$ cat config.mk
export PLATFORM = sky130hd
export DESIGN_NAME = reloc_unit
export DESIGN_NICKNAME = d
export VERILOG_FILES = /design/src/rtl/reloc_pkg.sv /design/src/rtl/reloc_cfg_regs.sv /design/src/rtl/reloc_bound_cmp.sv /design/src/rtl/reloc_xlate_stage.sv /design/src/rtl/reloc_unit.sv
export SDC_FILE = /design/constraint.sdc
export NUM_CORES = 1
export LEC_CHECK = 0
export ABC_AREA = 1
export BUFFER_PORTS_ARGS = -buffer_cell sky130_fd_sc_hd__buf_2
export CAP_MARGIN = 40
export CORE_ASPECT_RATIO = 0.7
export CORE_MARGIN = 2
export CORE_UTILIZATION = 41
export CTS_BUF_LIST = sky130_fd_sc_hd__clkbuf_2 sky130_fd_sc_hd__clkbuf_4 sky130_fd_sc_hd__clkbuf_8
export DETAILED_ROUTE_END_ITERATION = 16
export GPL_TIMING_DRIVEN = 0
export HOLD_SLACK_MARGIN = 0.06
export PLACE_DENSITY_LB_ADDON = 0.15
export SLEW_MARGIN = 20
export SYNTH_ARGS = -nofsm -noshare
export SYNTH_HDL_FRONTEND = slang
export SYNTH_SLANG_ARGS = --single-unit
$ cat constraint.sdc
create_clock -name clk -period 2.1 [get_ports clk]
set_input_delay 0.42 -clock clk [delete_from_list [all_inputs] [get_ports clk]]
set_output_delay 0.42 -clock clk [all_outputs]
set_load 0.005 [all_outputs]
$ cat src/rtl/reloc_pkg.sv
package reloc_pkg;
  typedef enum logic {
    SEL_BASE  = 1'b0,
    SEL_BOUND = 1'b1
  } cfg_sel_e;
endpackage

$ cat src/rtl/reloc_cfg_regs.sv
module reloc_cfg_regs #(
  parameter int LA_W = 16,
  parameter int PA_W = 20
) (
  input  logic            clk,
  input  logic            rst,
  input  logic            kernel_mode,
  input  logic            cfg_we,
  input  logic            cfg_sel,
  input  logic [PA_W-1:0] cfg_wdata,
  output logic [PA_W-1:0] base_q,
  output logic [LA_W:0]   bound_q,
  output logic            priv_fault
);
  import reloc_pkg::*;

  localparam int BOUND_W = LA_W + 1;

  cfg_sel_e sel;
  logic     wr_ok;
  logic     wr_bad;

  assign sel    = cfg_sel_e'(cfg_sel);
  assign wr_ok  = cfg_we && kernel_mode;
  assign wr_bad = cfg_we && !kernel_mode;

  always_ff @(posedge clk) begin
    if (rst) begin
      base_q     <= '0;
      bound_q    <= '0;
      priv_fault <= 1'b0;
    end else begin
      priv_fault <= wr_bad;
      if (wr_ok) begin
        if (sel == SEL_BASE) base_q  <= cfg_wdata;
        else                 bound_q <= cfg_wdata[BOUND_W-1:0];
      end
    end
  end
endmodule

$ cat src/rtl/reloc_bound_cmp.sv
module reloc_bound_cmp #(
  parameter int LA_W = 16,
  parameter int PA_W = 20
) (
  input  logic [LA_W-1:0] laddr,
  input  logic [LA_W:0]   bound,
  input  logic [PA_W-1:0] base,
  output logic            legal,
  output logic [PA_W-1:0] paddr
);
  localparam int PAD_W = PA_W - LA_W;

  logic [PA_W-1:0] laddr_ext;

  assign laddr_ext = {{PAD_W{1'b0}}, laddr};
  assign legal     = {1'b0, laddr} < bound;
  assign paddr     = base + laddr_ext;
endmodule

$ cat src/rtl/reloc_xlate_stage.sv
module reloc_xlate_stage #(
  parameter int PA_W = 20
) (
  input  logic            clk,
  input  logic            rst,
  input  logic            req_valid,
  output logic            req_ready,
  input  logic            legal,
  input  logic [PA_W-1:0] paddr_in,
  output logic            mem_valid,
  input  logic            mem_ready,
  output logic [PA_W-1:0] mem_paddr,
  output logic            trap
);
  logic accept;

  assign req_ready = !mem_valid || mem_ready;
  assign accept    = req_valid && req_ready;

  always_ff @(posedge clk) begin
    if (rst) begin
      mem_valid <= 1'b0;
      mem_paddr <= '0;
      trap      <= 1'b0;
    end else begin
      trap <= accept && !legal;
      if (accept) begin
        mem_valid <= legal;
        if (legal) mem_paddr <= paddr_in;
      end else if (mem_ready) begin
        mem_valid <= 1'b0;
      end
    end
  end
endmodule

$ cat src/rtl/reloc_unit.sv
module reloc_unit #(
  parameter int LA_W = 16,
  parameter int PA_W = 20
) (
  input  logic            clk,
  input  logic            rst,
  input  logic            kernel_mode,
  input  logic            cfg_we,
  input  logic            cfg_sel,
  input  logic [PA_W-1:0] cfg_wdata,
  output logic            priv_fault,
  input  logic            req_valid,
  output logic            req_ready,
  input  logic [LA_W-1:0] req_laddr,
  output logic            mem_valid,
  input  logic            mem_ready,
  output logic [PA_W-1:0] mem_paddr,
  output logic            trap
);
  logic [PA_W-1:0] cur_base;
  logic [LA_W:0]   cur_bound;
  logic            is_legal;
  logic [PA_W-1:0] reloc_addr;

  reloc_cfg_regs #(.LA_W(LA_W), .PA_W(PA_W)) u_cfg (
    .clk(clk), .rst(rst), .kernel_mode(kernel_mode),
    .cfg_we(cfg_we), .cfg_sel(cfg_sel), .cfg_wdata(cfg_wdata),
    .base_q(cur_base), .bound_q(cur_bound), .priv_fault(priv_fault)
  );

  reloc_bound_cmp #(.LA_W(LA_W), .PA_W(PA_W)) u_cmp (
    .laddr(req_laddr), .bound(cur_bound), .base(cur_base),
    .legal(is_legal), .paddr(reloc_addr)
  );

  reloc_xlate_stage #(.PA_W(PA_W)) u_stage (
    .clk(clk), .rst(rst), .req_valid(req_valid), .req_ready(req_ready),
    .legal(is_legal), .paddr_in(reloc_addr), .mem_valid(mem_valid),
    .mem_ready(mem_ready), .mem_paddr(mem_paddr), .trap(trap)
  );
endmodule

==> impl_metrics.env <==
export IMPL_critical_path_buf_inv_count=0
export IMPL_grt_total_usage_pct=21.3
export IMPL_status="finished, final reports clean"
export IMPL_grt_pass1_wl_mm=16.0
export IMPL_placeableCoreArea_sq_um=8550
export IMPL_arrival_ns=2.16
export IMPL_yosysWarnings=0
export IMPL_overflow=0
export IMPL_synth_area_top_cells="dfxtp_1 (33%), nand2_1 (16%), ha_1 (11%)"
export IMPL_power_leakage_nw=2.23
export IMPL_first_iter_violations=196
export IMPL_grt_pass1_vias=3360
export IMPL_synth_fp_nets=631
export IMPL_syn_avg_cell_area_sq_um=6.58
export IMPL_synth_top_cell_area_share_pct=32.8
export IMPL_num_nets_final=709
export IMPL_slew_headroom_pct=57.5
export IMPL_vias=3608
export IMPL_synth_common_cells="nand2_1 (156), nor2_1 (74), inv_1 (73)"
export IMPL_drv_slew=0
export IMPL_path_cells="ha_1, fa_2, nand3_1, nand3_1, nand2_1, nand2_1, nand3b_1, nand2_1, nand2_1, nand2_1, nor2_1, nor2_1"
export IMPL_timing_fmax_ghz=0.521
export IMPL_htreeDepth=3
export IMPL_rows=28
export IMPL_initial_core_util_pct=42.8
export IMPL_synth_seq_area_share_pct=32.8
export IMPL_drt_pass1_iter_count=4
export IMPL_cts_clk_slew_worst_paths_ns=0.07
export IMPL_worstMarginPinSlew_ns=0.637
export IMPL_pre_cts_ws_ns=-0.116
export IMPL_root_buffer="clkbuf_8"
export IMPL_dieArea_sq_um=9700
export IMPL_syn_area_sq_um=3660
export IMPL_cts_buffers=9
export IMPL_rsz0062_at_grt="false"
export IMPL_crit_slowest_cell="fa_2"
export IMPL_routed_wl_mm=9.50
export IMPL_async_reset_ff_share_pct=0
export IMPL_drive_above_1_share_pct=16.6
export IMPL_clock_path_buffers=2
export IMPL_diodes=0
export IMPL_worst_ep_required_time_ns=2.34
export IMPL_cp_start_kind="flop"
export IMPL_syn2layout_area_growth_pct=18.4
export IMPL_ioPinCount=67
export IMPL_portBuffers=66
export IMPL_synth_cell_types=28
export IMPL_numClockSinks=60
export IMPL_postLayoutCellArea_sq_um=4330
export IMPL_critPathMaxStageDelay_ns=0.39
export IMPL_crit_top_cell="nand2_1"
export IMPL_ir_worst_vdd_v=0.000436
export IMPL_ant_nets=0
export IMPL_ys_dominant_reg_cell="dfxtp_1"
export IMPL_worst_slack_ns=0.180
export IMPL_fin_crit_sh_pct=91.4
export IMPL_synth_seq_cells=60
export IMPL_crit_path_end_kind="flop"
export IMPL_cts_tree="yes"
export IMPL_avgViaCountPerCell=4.75
export IMPL_wl_per_cell_um=12.5
export IMPL_netlist_instances=556
export IMPL_place_inst=742
export IMPL_criticalPathCategory="flop to flop"
export IMPL_fp_dieW_um=117
export IMPL_synth_edff_count=0
export IMPL_synth_most_common_cell="nand2_1"
export IMPL_grt_antenna_before_repair=0
export IMPL_drv_cap=0
export IMPL_post_route_min_period_ns=1.92
export IMPL_skew_ns=0.00805
export IMPL_postPlaceCellArea_sq_um=4140
export IMPL_path_max_fanout=3
export IMPL_powerDensity_nw_per_um2=651
export IMPL_instances_no_fill=759
export IMPL_yosys_area_top_type="dfxtp_1"
export IMPL_worstHoldPathType="input port to flop"
export IMPL_cpLargestDelayFamily="simple AND/OR/NAND/NOR gates"
export IMPL_gp_congestion=0.856
export IMPL_worstSkewPairLatency_ns=0.35
export IMPL_die_h_um=83.0
export IMPL_setup_viol=0
export IMPL_grt_start_max_net_pins=11
export IMPL_drc=0
export IMPL_hpwlAfterDp_mm=7.77
export IMPL_hold_viol_final=0
worst paths after layout:
path / startpoint / endpoint / slack [ns] / depth (start not counted)
worst max-delay path: u_cfg.base_q[0]$_SDFFE_PP0P_ / u_stage.mem_paddr[14]$_SDFFE_PP0P_ / 0.18 / 12
worst min-delay path: kernel_mode / u_cfg.priv_fault$_SDFF_PP0_ / 0.24 / 2
worst max register to register: u_cfg.base_q[0]$_SDFFE_PP0P_ / u_stage.mem_paddr[14]$_SDFFE_PP0P_ / 0.18 / 12
worst min register to register: u_stage.mem_paddr[2]$_SDFFE_PP0P_ / u_stage.mem_paddr[2]$_SDFFE_PP0P_ / 0.46 / 2
routing by layer:
layer  wire length (um)  global-route usage [%]
met2               3990                    31.9
met3                559                    6.20
met4                112                    4.71
met5                  0                       0
met1               4840                    30.0
state kept, by name (all words and copies together), names as in the netlist:
| name | cells |
|---|---|
| u_cfg.base_q | 20 |
| u_cfg.bound_q | 17 |
| u_cfg.priv_fault | 1 |
| u_stage.mem_paddr | 20 |
| u_stage.mem_valid | 1 |
| u_stage.trap | 1 |
cell type report:
type / instances / area, sq um
timing repair buffer: 67 / 338
multi-input combinational: 406 / 2100
inverter: 75 / 284
clock inverter: 2 / 10.0
fill: 936 / 4220
clock buffer: 14 / 168
tap: 120 / 150
buffer: 15 / 83.8
sequential: 60 / 1200
where the power goes:
group	internal [mW]	total, mW	switching [mW]	leakage [nW]
Clock	0.510	0.941	0.431	0.0981
Sequential	1.22	1.25	0.0340	0.491
Combinational	0.247	0.629	0.381	1.64
Total	1.97	2.82	0.847	2.23
kinds of logic after synthesis:
logic type | share of synthesized area (%)
XOR/XNOR | 2.16
AO/OA/AOI/OAI | 13.8
flip-flops | 32.8
AND/OR/NAND/NOR | 30.0
adder cells (fa/ha/maj) | 11.2
buffers and inverters | 10.1
layout by cell type (no fill, tap or decap), types with 12 or more instances in the layout:
master    synthesis  layout
o21ai_0          38      38
dfxtp_1          60      60
clkbuf_1         12      12
nand3_1          22      22
inv_1            73      73
a21oi_1          48      48
buf_2             0      66
nand2_1         156     156
ha_1             31      31
nor2_1           74      74
worst reg2reg max path: stages (launching register included):
cell and delay (ns):
dfxtp_1 0.31, ha_1 0.23, fa_2 0.39, nand3_1 0.08, nand3_1 0.14, nand2_1 0.09
nand2_1 0.09, nand3b_1 0.18, nand2_1 0.07, nand2_1 0.06, nand2_1 0.05, nor2_1 0.08
nor2_1 0.04
per-stage QoR:
stage | total power, mW | util [%] | hold slack, ns | setup TNS, ns
after floorplan | 1.69 | - | 0.433 | 0
after global placement | 1.89 | 48.4 | 0.445 | -0.408
after detailed placement | 1.90 | 48.4 | 0.451 | -0.517
after CTS | 2.85 | 50.5 | 0.220 | 0
after global routing | 3.01 | 50.7 | 0.231 | 0
final | 2.82 | 50.7 | 0.239 | 0
timing repair:
action / 4_1_cts / 5_1_grt
resized for setup: 0 / 2
hold buffers: 0 / 0
setup buffers: 0 / 1
endpoints found under the setup margin: 0 / 8
Power figures use the tool's default switching activity.
